==> config.mk <==
export PLATFORM = sky130hd
export DESIGN_NAME = rat_renamer
export DESIGN_NICKNAME = d
export VERILOG_FILES = /design/src/rtl/rat_pkg.sv /design/src/rtl/rat_table.sv /design/src/rtl/rat_src_lookup.sv /design/src/rtl/rat_renamer.sv
export SDC_FILE = /design/constraint.sdc
export NUM_CORES = 1
export LEC_CHECK = 0
export ABC_AREA = 0
export ABC_CLOCK_PERIOD_IN_PS = 4200
export BUFFER_PORTS_ARGS = -buffer_cell sky130_fd_sc_hd__clkbuf_2
export CORE_ASPECT_RATIO = 1.2
export CORE_MARGIN = 3
export CORE_UTILIZATION = 45
export DETAILED_ROUTE_END_ITERATION = 8
export GPL_ROUTABILITY_DRIVEN = 1
export HOLD_SLACK_MARGIN = 0.15
export SKIP_LAST_GASP = 1
export SYNTH_ARGS = -nofsm -noshare
export SYNTH_HDL_FRONTEND = slang
export SYNTH_SLANG_ARGS = --single-unit
==> constraint.sdc <==
create_clock -name clk_i -period 4.2 [get_ports clk_i]
set_input_delay 1.26 -clock clk_i [delete_from_list [all_inputs] [get_ports clk_i]]
set_output_delay 1.26 -clock clk_i [all_outputs]
set_load 0.01 [all_outputs]
==> src/rtl/rat_pkg.sv <==
package rat_pkg;
  parameter int unsigned NUM_LREG = 8;
  parameter int unsigned LREG_W   = $clog2(NUM_LREG);
  parameter int unsigned TAG_W    = 6;
  parameter int unsigned GRP_W    = 3;
  parameter int unsigned RET_W    = 3;

  typedef logic [LREG_W-1:0] lreg_t;
  typedef logic [TAG_W-1:0]  ptag_t;
endpackage

==> src/rtl/rat_table.sv <==
module rat_table
  import rat_pkg::*;
#(
  parameter int unsigned N_REG = NUM_LREG,
  parameter int unsigned N_GRP = GRP_W,
  parameter int unsigned N_RET = RET_W
) (
  input  logic                      clk_i,
  input  logic                      rst_ni,
  input  logic [N_GRP-1:0]          wr_vld_i,
  input  logic [N_GRP*LREG_W-1:0]   wr_reg_i,
  input  logic [N_GRP*TAG_W-1:0]    wr_tag_i,
  input  logic [N_RET-1:0]          ret_vld_i,
  input  logic [N_RET*TAG_W-1:0]    ret_tag_i,
  input  logic                      flush_i,
  output logic [N_REG*TAG_W-1:0]    map_tag_o,
  output logic [N_REG-1:0]          map_rrf_o
);
  ptag_t             tag_q [N_REG];
  logic [N_REG-1:0]  rrf_q;
  logic [N_REG-1:0]  wr_hit, ret_hit;
  ptag_t             wr_new [N_REG];

  // ascending slot scan: youngest writer is the last assignment
  always_comb begin
    for (int r = 0; r < int'(N_REG); r++) begin
      wr_hit[r]  = 1'b0;
      wr_new[r]  = tag_q[r];
      ret_hit[r] = 1'b0;
      for (int s = 0; s < int'(N_GRP); s++) begin
        if (wr_vld_i[s] && wr_reg_i[s*LREG_W +: LREG_W] == lreg_t'(r)) begin
          wr_hit[r] = 1'b1;
          wr_new[r] = wr_tag_i[s*TAG_W +: TAG_W];
        end
      end
      for (int k = 0; k < int'(N_RET); k++) begin
        if (ret_vld_i[k] && ret_tag_i[k*TAG_W +: TAG_W] == tag_q[r]) ret_hit[r] = 1'b1;
      end
    end
  end

  always_ff @(posedge clk_i or negedge rst_ni) begin
    if (!rst_ni) begin
      for (int r = 0; r < int'(N_REG); r++) tag_q[r] <= '0;
      rrf_q <= '1;
    end else begin
      for (int r = 0; r < int'(N_REG); r++) begin
        if (flush_i) begin
          rrf_q[r] <= 1'b1;
        end else if (wr_hit[r]) begin
          tag_q[r] <= wr_new[r];
          rrf_q[r] <= 1'b0;
        end else if (ret_hit[r]) begin
          rrf_q[r] <= 1'b1;
        end
      end
    end
  end

  for (genvar r = 0; r < N_REG; r++) begin : g_flat
    assign map_tag_o[r*TAG_W +: TAG_W] = tag_q[r];
  end
  assign map_rrf_o = rrf_q;
endmodule

==> src/rtl/rat_src_lookup.sv <==
module rat_src_lookup
  import rat_pkg::*;
#(
  parameter int unsigned N_REG = NUM_LREG,
  parameter int unsigned N_GRP = GRP_W,
  parameter int unsigned SLOT  = 0
) (
  input  lreg_t                     src_i,
  input  logic [N_REG*TAG_W-1:0]    map_tag_i,
  input  logic [N_REG-1:0]          map_rrf_i,
  input  logic [N_GRP-1:0]          grp_vld_i,
  input  logic [N_GRP*LREG_W-1:0]   grp_dst_i,
  input  logic [N_GRP*TAG_W-1:0]    grp_tag_i,
  output ptag_t                     tag_o,
  output logic                      rrf_o
);
  // older in-group writers override the table; nearest older wins
  always_comb begin
    tag_o = map_tag_i[int'(src_i)*TAG_W +: TAG_W];
    rrf_o = map_rrf_i[src_i];
    for (int j = 0; j < int'(SLOT); j++) begin
      if (grp_vld_i[j] && grp_dst_i[j*LREG_W +: LREG_W] == src_i) begin
        tag_o = grp_tag_i[j*TAG_W +: TAG_W];
        rrf_o = 1'b0;
      end
    end
  end
endmodule

==> src/rtl/rat_renamer.sv <==
module rat_renamer
  import rat_pkg::*;
#(
  parameter int unsigned N_REG = NUM_LREG,
  parameter int unsigned N_GRP = GRP_W,
  parameter int unsigned N_RET = RET_W
) (
  input  logic                     clk_i,
  input  logic                     rst_ni,
  input  logic [N_GRP-1:0]         uop_vld_i,
  input  logic [N_GRP*LREG_W-1:0]  src_a_i,
  input  logic [N_GRP*LREG_W-1:0]  src_b_i,
  input  logic [N_GRP*LREG_W-1:0]  dst_i,
  input  logic [N_GRP*TAG_W-1:0]   dst_tag_i,
  input  logic [N_RET-1:0]         ret_vld_i,
  input  logic [N_RET*TAG_W-1:0]   ret_tag_i,
  input  logic                     flush_i,
  output logic [N_GRP*TAG_W-1:0]   src_a_tag_o,
  output logic [N_GRP-1:0]         src_a_rrf_o,
  output logic [N_GRP*TAG_W-1:0]   src_b_tag_o,
  output logic [N_GRP-1:0]         src_b_rrf_o
);
  logic [N_REG*TAG_W-1:0] map_tag;
  logic [N_REG-1:0]       map_rrf;

  rat_table #(.N_REG(N_REG), .N_GRP(N_GRP), .N_RET(N_RET)) u_table (
    .clk_i     (clk_i),
    .rst_ni    (rst_ni),
    .wr_vld_i  (uop_vld_i),
    .wr_reg_i  (dst_i),
    .wr_tag_i  (dst_tag_i),
    .ret_vld_i (ret_vld_i),
    .ret_tag_i (ret_tag_i),
    .flush_i   (flush_i),
    .map_tag_o (map_tag),
    .map_rrf_o (map_rrf)
  );

  for (genvar s = 0; s < N_GRP; s++) begin : g_slot
    rat_src_lookup #(.N_REG(N_REG), .N_GRP(N_GRP), .SLOT(s)) u_src_a (
      .src_i     (src_a_i[s*LREG_W +: LREG_W]),
      .map_tag_i (map_tag),
      .map_rrf_i (map_rrf),
      .grp_vld_i (uop_vld_i),
      .grp_dst_i (dst_i),
      .grp_tag_i (dst_tag_i),
      .tag_o     (src_a_tag_o[s*TAG_W +: TAG_W]),
      .rrf_o     (src_a_rrf_o[s])
    );
    rat_src_lookup #(.N_REG(N_REG), .N_GRP(N_GRP), .SLOT(s)) u_src_b (
      .src_i     (src_b_i[s*LREG_W +: LREG_W]),
      .map_tag_i (map_tag),
      .map_rrf_i (map_rrf),
      .grp_vld_i (uop_vld_i),
      .grp_dst_i (dst_i),
      .grp_tag_i (dst_tag_i),
      .tag_o     (src_b_tag_o[s*TAG_W +: TAG_W]),
      .rrf_o     (src_b_rrf_o[s])
    );
  end
endmodule

==> qor.yml <==
synth:
  syn_inst: 865
  avgSynthCellArea_um2: 9.78
  synth-edff-count: 0
  synthesis.nets: 937
  synth-simple-area-share_pct: 10.3
  yosysSeqAreaShare_pct: 16.7
  synth_top_area_share_pct: 22.4
  syn_area_um2: 8460
  synthArstFlopShare_pct: 100
  synthFlopType: "dfrtp_1"
  synth_cell_types: 43
  synth-adder-area-share_pct: 0
  synth_area_leader_cell: "mux4_2"
  synth-compound-area-share_pct: 8.99
  synth_top_family_by_area: "multiplexers"
  synthMuxAreaShare_pct: 39.1
  ys_warn_count: 0
  yosys-top-cells-area: "mux4_2 22%, dfrtp_1 14%, xnor2_1 9.3%"
  synthXorXnorAreaFrac_pct: 16.8
  ys_seq_elements: 56
cts:
  post_cts_buffers: 0
  numCtsBuffers: 5
  htreeDepth: 2
  cts_buffer_depth: 2
  cts.sinks: 56
  cts_tree: "yes"
  clk_pin_slew_worst_paths_ns: 0.08
  insertion_delay_ns: 0.31
  cts-root-buf: "clkbuf_16"
power:
  clkPwrFrac_pct: 12.7
  p_seq_share_pct: 34.8
  p_switching_mw: 1.68
  leakagePower_nw: 3.75
  swShare_pct: 46.3
  peakVddDrop_mv: 0.226
  pwr-share-comb_pct: 52.6
  internal_power_mw: 1.94
  p_per_area_nw_per_um2: 394
  power_mw: 3.62
run:
  maxCapViolCount: 0
sta:
  tns_ns: 0
  hold-worst-slack_ns: 0.562
  hold_viol: 0
  tightest_slew_ns: 0.827
  period_share_pct: 96.6
  fmax_mhz: 246
  slew_headroom_pct: 44.9
  finalMaxSlewViolations: 0
  post-route-worst-setup-slack_ns: 0.142
  post-route-min-period_ns: 4.06
  rsz0062_at_grt: "false"
  fin_skew_ns: 0.00351
  setup_viol: 0
floorplanning:
  die-height_um: 156
  initial_core_util_pct: 46.2
  io_pins: 114
  rows: 54
  die_w_um: 131
  die_area_um2: 20500
  core_area_um2: 18300
worst_hold_path:
  hold_path.class: "flip-flop to flip-flop"
  min_path_cells: 1
drt:
  drt-total-wl_um: 33000
  drcViolationCount: 0
  drt-pass1-iter-count: 6
  antenna_left: 0
  viasPerCell: 6.71
  vias: 7573
  drtIter0Drc: 1034
  wl_per_cell_um: 29.2
placed_design:
  gp_congestion: 0.967
  place_ws_ns: -0.00615
  dp_cells: 1121
  port_buffers: 113
  dpl.hpwl_um: 23400
worst_setup_path:
  cp-start-kind: "primary input"
  worstSetupPathType: "primary input to output pin"
  cpMostUsedCell: "buf_4"
  worst_path_dominant_cell_family: "multiplexers"
  crit_slowest_cell: "mux4_2"
  path_max_fanout: 11
  path_cells: "buf_4, buf_4, mux4_2, mux2_2, mux2i_1, o21ai_0, clkbuf_2"
  cp_data_required_time_ns: 2.94
  path_buf_inv: 3
  crit_cells: 7
  reg2reg_depth: 4
  arrival_ns: 2.80
  cp-end-kind: "output pin"
  cpPeakStageDelay_ns: 0.51
global_route:
  antenna_found_initial: 0
  gr-usage-all-layers_pct: 31.7
  grt_max_degree: 31
  gr-total-overflow: 0
  grt_pass1_vias: 7256
  grt_pass1_wl_um: 48800
cells_and_area:
  fillers: 1714
  final_cells: 1129
  num-nets-final: 948
  final_common_cell: "clkbuf_2"
  final_cell_mix: "112 x clkbuf_2, 90 x xnor2_1, 84 x mux4_2, 76 x mux2i_1, 72 x xor2_1"
  antenna_cells: 0
  areaGrowthSynthToFinish_pct: 8.53
  drive_gt1_share_pct: 37.6
run_status:
  status: "finished, final reports clean"
-- cell families (layout without fill, tap and decap cells) --
logic type	count (synthesis)	count (layout)
AOI/OAI and AO/OA	115	115
xor gates and xnor gates	162	162
buffers and inverters	160	172
DFF	56	56
muxes	216	216
and+or+nand+nor	156	156
-- area by class of cell --
cell class / instances / area, um^2 / share of cell area (%)
multi-input combinational: 649 / 6360 / 69.3
sequential: 56 / 1410 / 15.4
timing repair buffer: 159 / 926 / 10.1
tap: 252 / 315 / 3.43
clock buffer: 5 / 125 / 1.36
clock inverter: 3 / 27.5 / 0.300
inverter: 5 / 18.8 / 0.204
-- sequential cells by signal, indices dropped and copies added, names as in the netlist --
| signal | count |
|---|---|
| u_table.map_tag_o | 48 |
| u_table.map_rrf_o | 8 |
-- Yosys cell counts (2+ instances only) --
cell / count
xor2_1: 72
clkbuf_2: 4
nand4_1: 28
a31o_1: 2
o31a_1: 8
a31o_2: 5
buf_6: 3
nor4_1: 16
xnor2_1: 90
nand4bb_1: 3
buf_2: 22
inv_1: 4
nand3b_1: 2
mux2_4: 6
and4bb_2: 2
dfrtp_1: 48
a21o_1: 18
nand4b_2: 3
mux2_2: 50
a21oi_1: 42
buf_4: 11
buf_1: 49
mux2i_1: 76
nor3_1: 2
nor2_1: 71
dfstp_2: 8
nand2_1: 14
o41ai_1: 8
and4_1: 4
nand4b_1: 5
clkbuf_1: 66
o21ai_0: 12
mux4_2: 84
a211oi_1: 18
-- metrics by stage --
stage,utilization [%],cell area [um^2]
final,50.2,9190
after global routing,50.2,9190
after CTS,50.2,9190
after detailed placement,49.3,9030
after global placement,49.3,9030
after floorplan,-,8460
-- metal layers --
| metal | global-route usage, % | wire (um) |
|---|---|---|
| met4 | 19.5 | 2430 |
| met5 | 0 | 0 |
| met3 | 6.43 | 3420 |
| met1 | 41.0 | 12500 |
| met2 | 49.2 | 14600 |
-- final timing paths --
kind	slack [ns]	to	start
setup / recovery	0.14	src_a_tag_o[17]	src_a_i[7]
max in group asynchronous	2.34	u_table.map_tag_o[2]	rst_ni
min in group asynchronous	1.04	u_table.map_tag_o[39]	rst_ni
hold / removal	0.56	u_table.map_tag_o[26]	u_table.map_tag_o[26]
hold reg to reg	0.56	u_table.map_tag_o[26]	u_table.map_tag_o[26]
setup reg to reg	2.37	u_table.map_rrf_o[0]	u_table.map_tag_o[1]
-- worst reg2reg max path, cell delays in order, from the launching register on --
cell and delay, ns:
dfrtp_1 0.83, xnor2_1 0.20, nand4_1 0.11, nor4_1 0.42, o31a_1 0.22
-- power groups by stage --
| stage | sequential, mW | clock, mW | combinational [mW] |
|---|---|---|---|
| finish | 1.26 | 0.459 | 1.90 |
| global route | 1.24 | 0.483 | 2.03 |
| CTS | 1.21 | 0.463 | 1.88 |
| detailed placement | 1.22 | 0 | 1.87 |
| global placement | 1.22 | 0 | 1.84 |
| floorplan | 0.715 | 0 | 1.62 |
-- what timing repair did --
action,CTS,global route
cloned,0,0
gates resized for setup,1,1
hold buffers,0,0
setup endpoints to repair,3,2
Note: power is estimated with default switching activity, not from simulation.
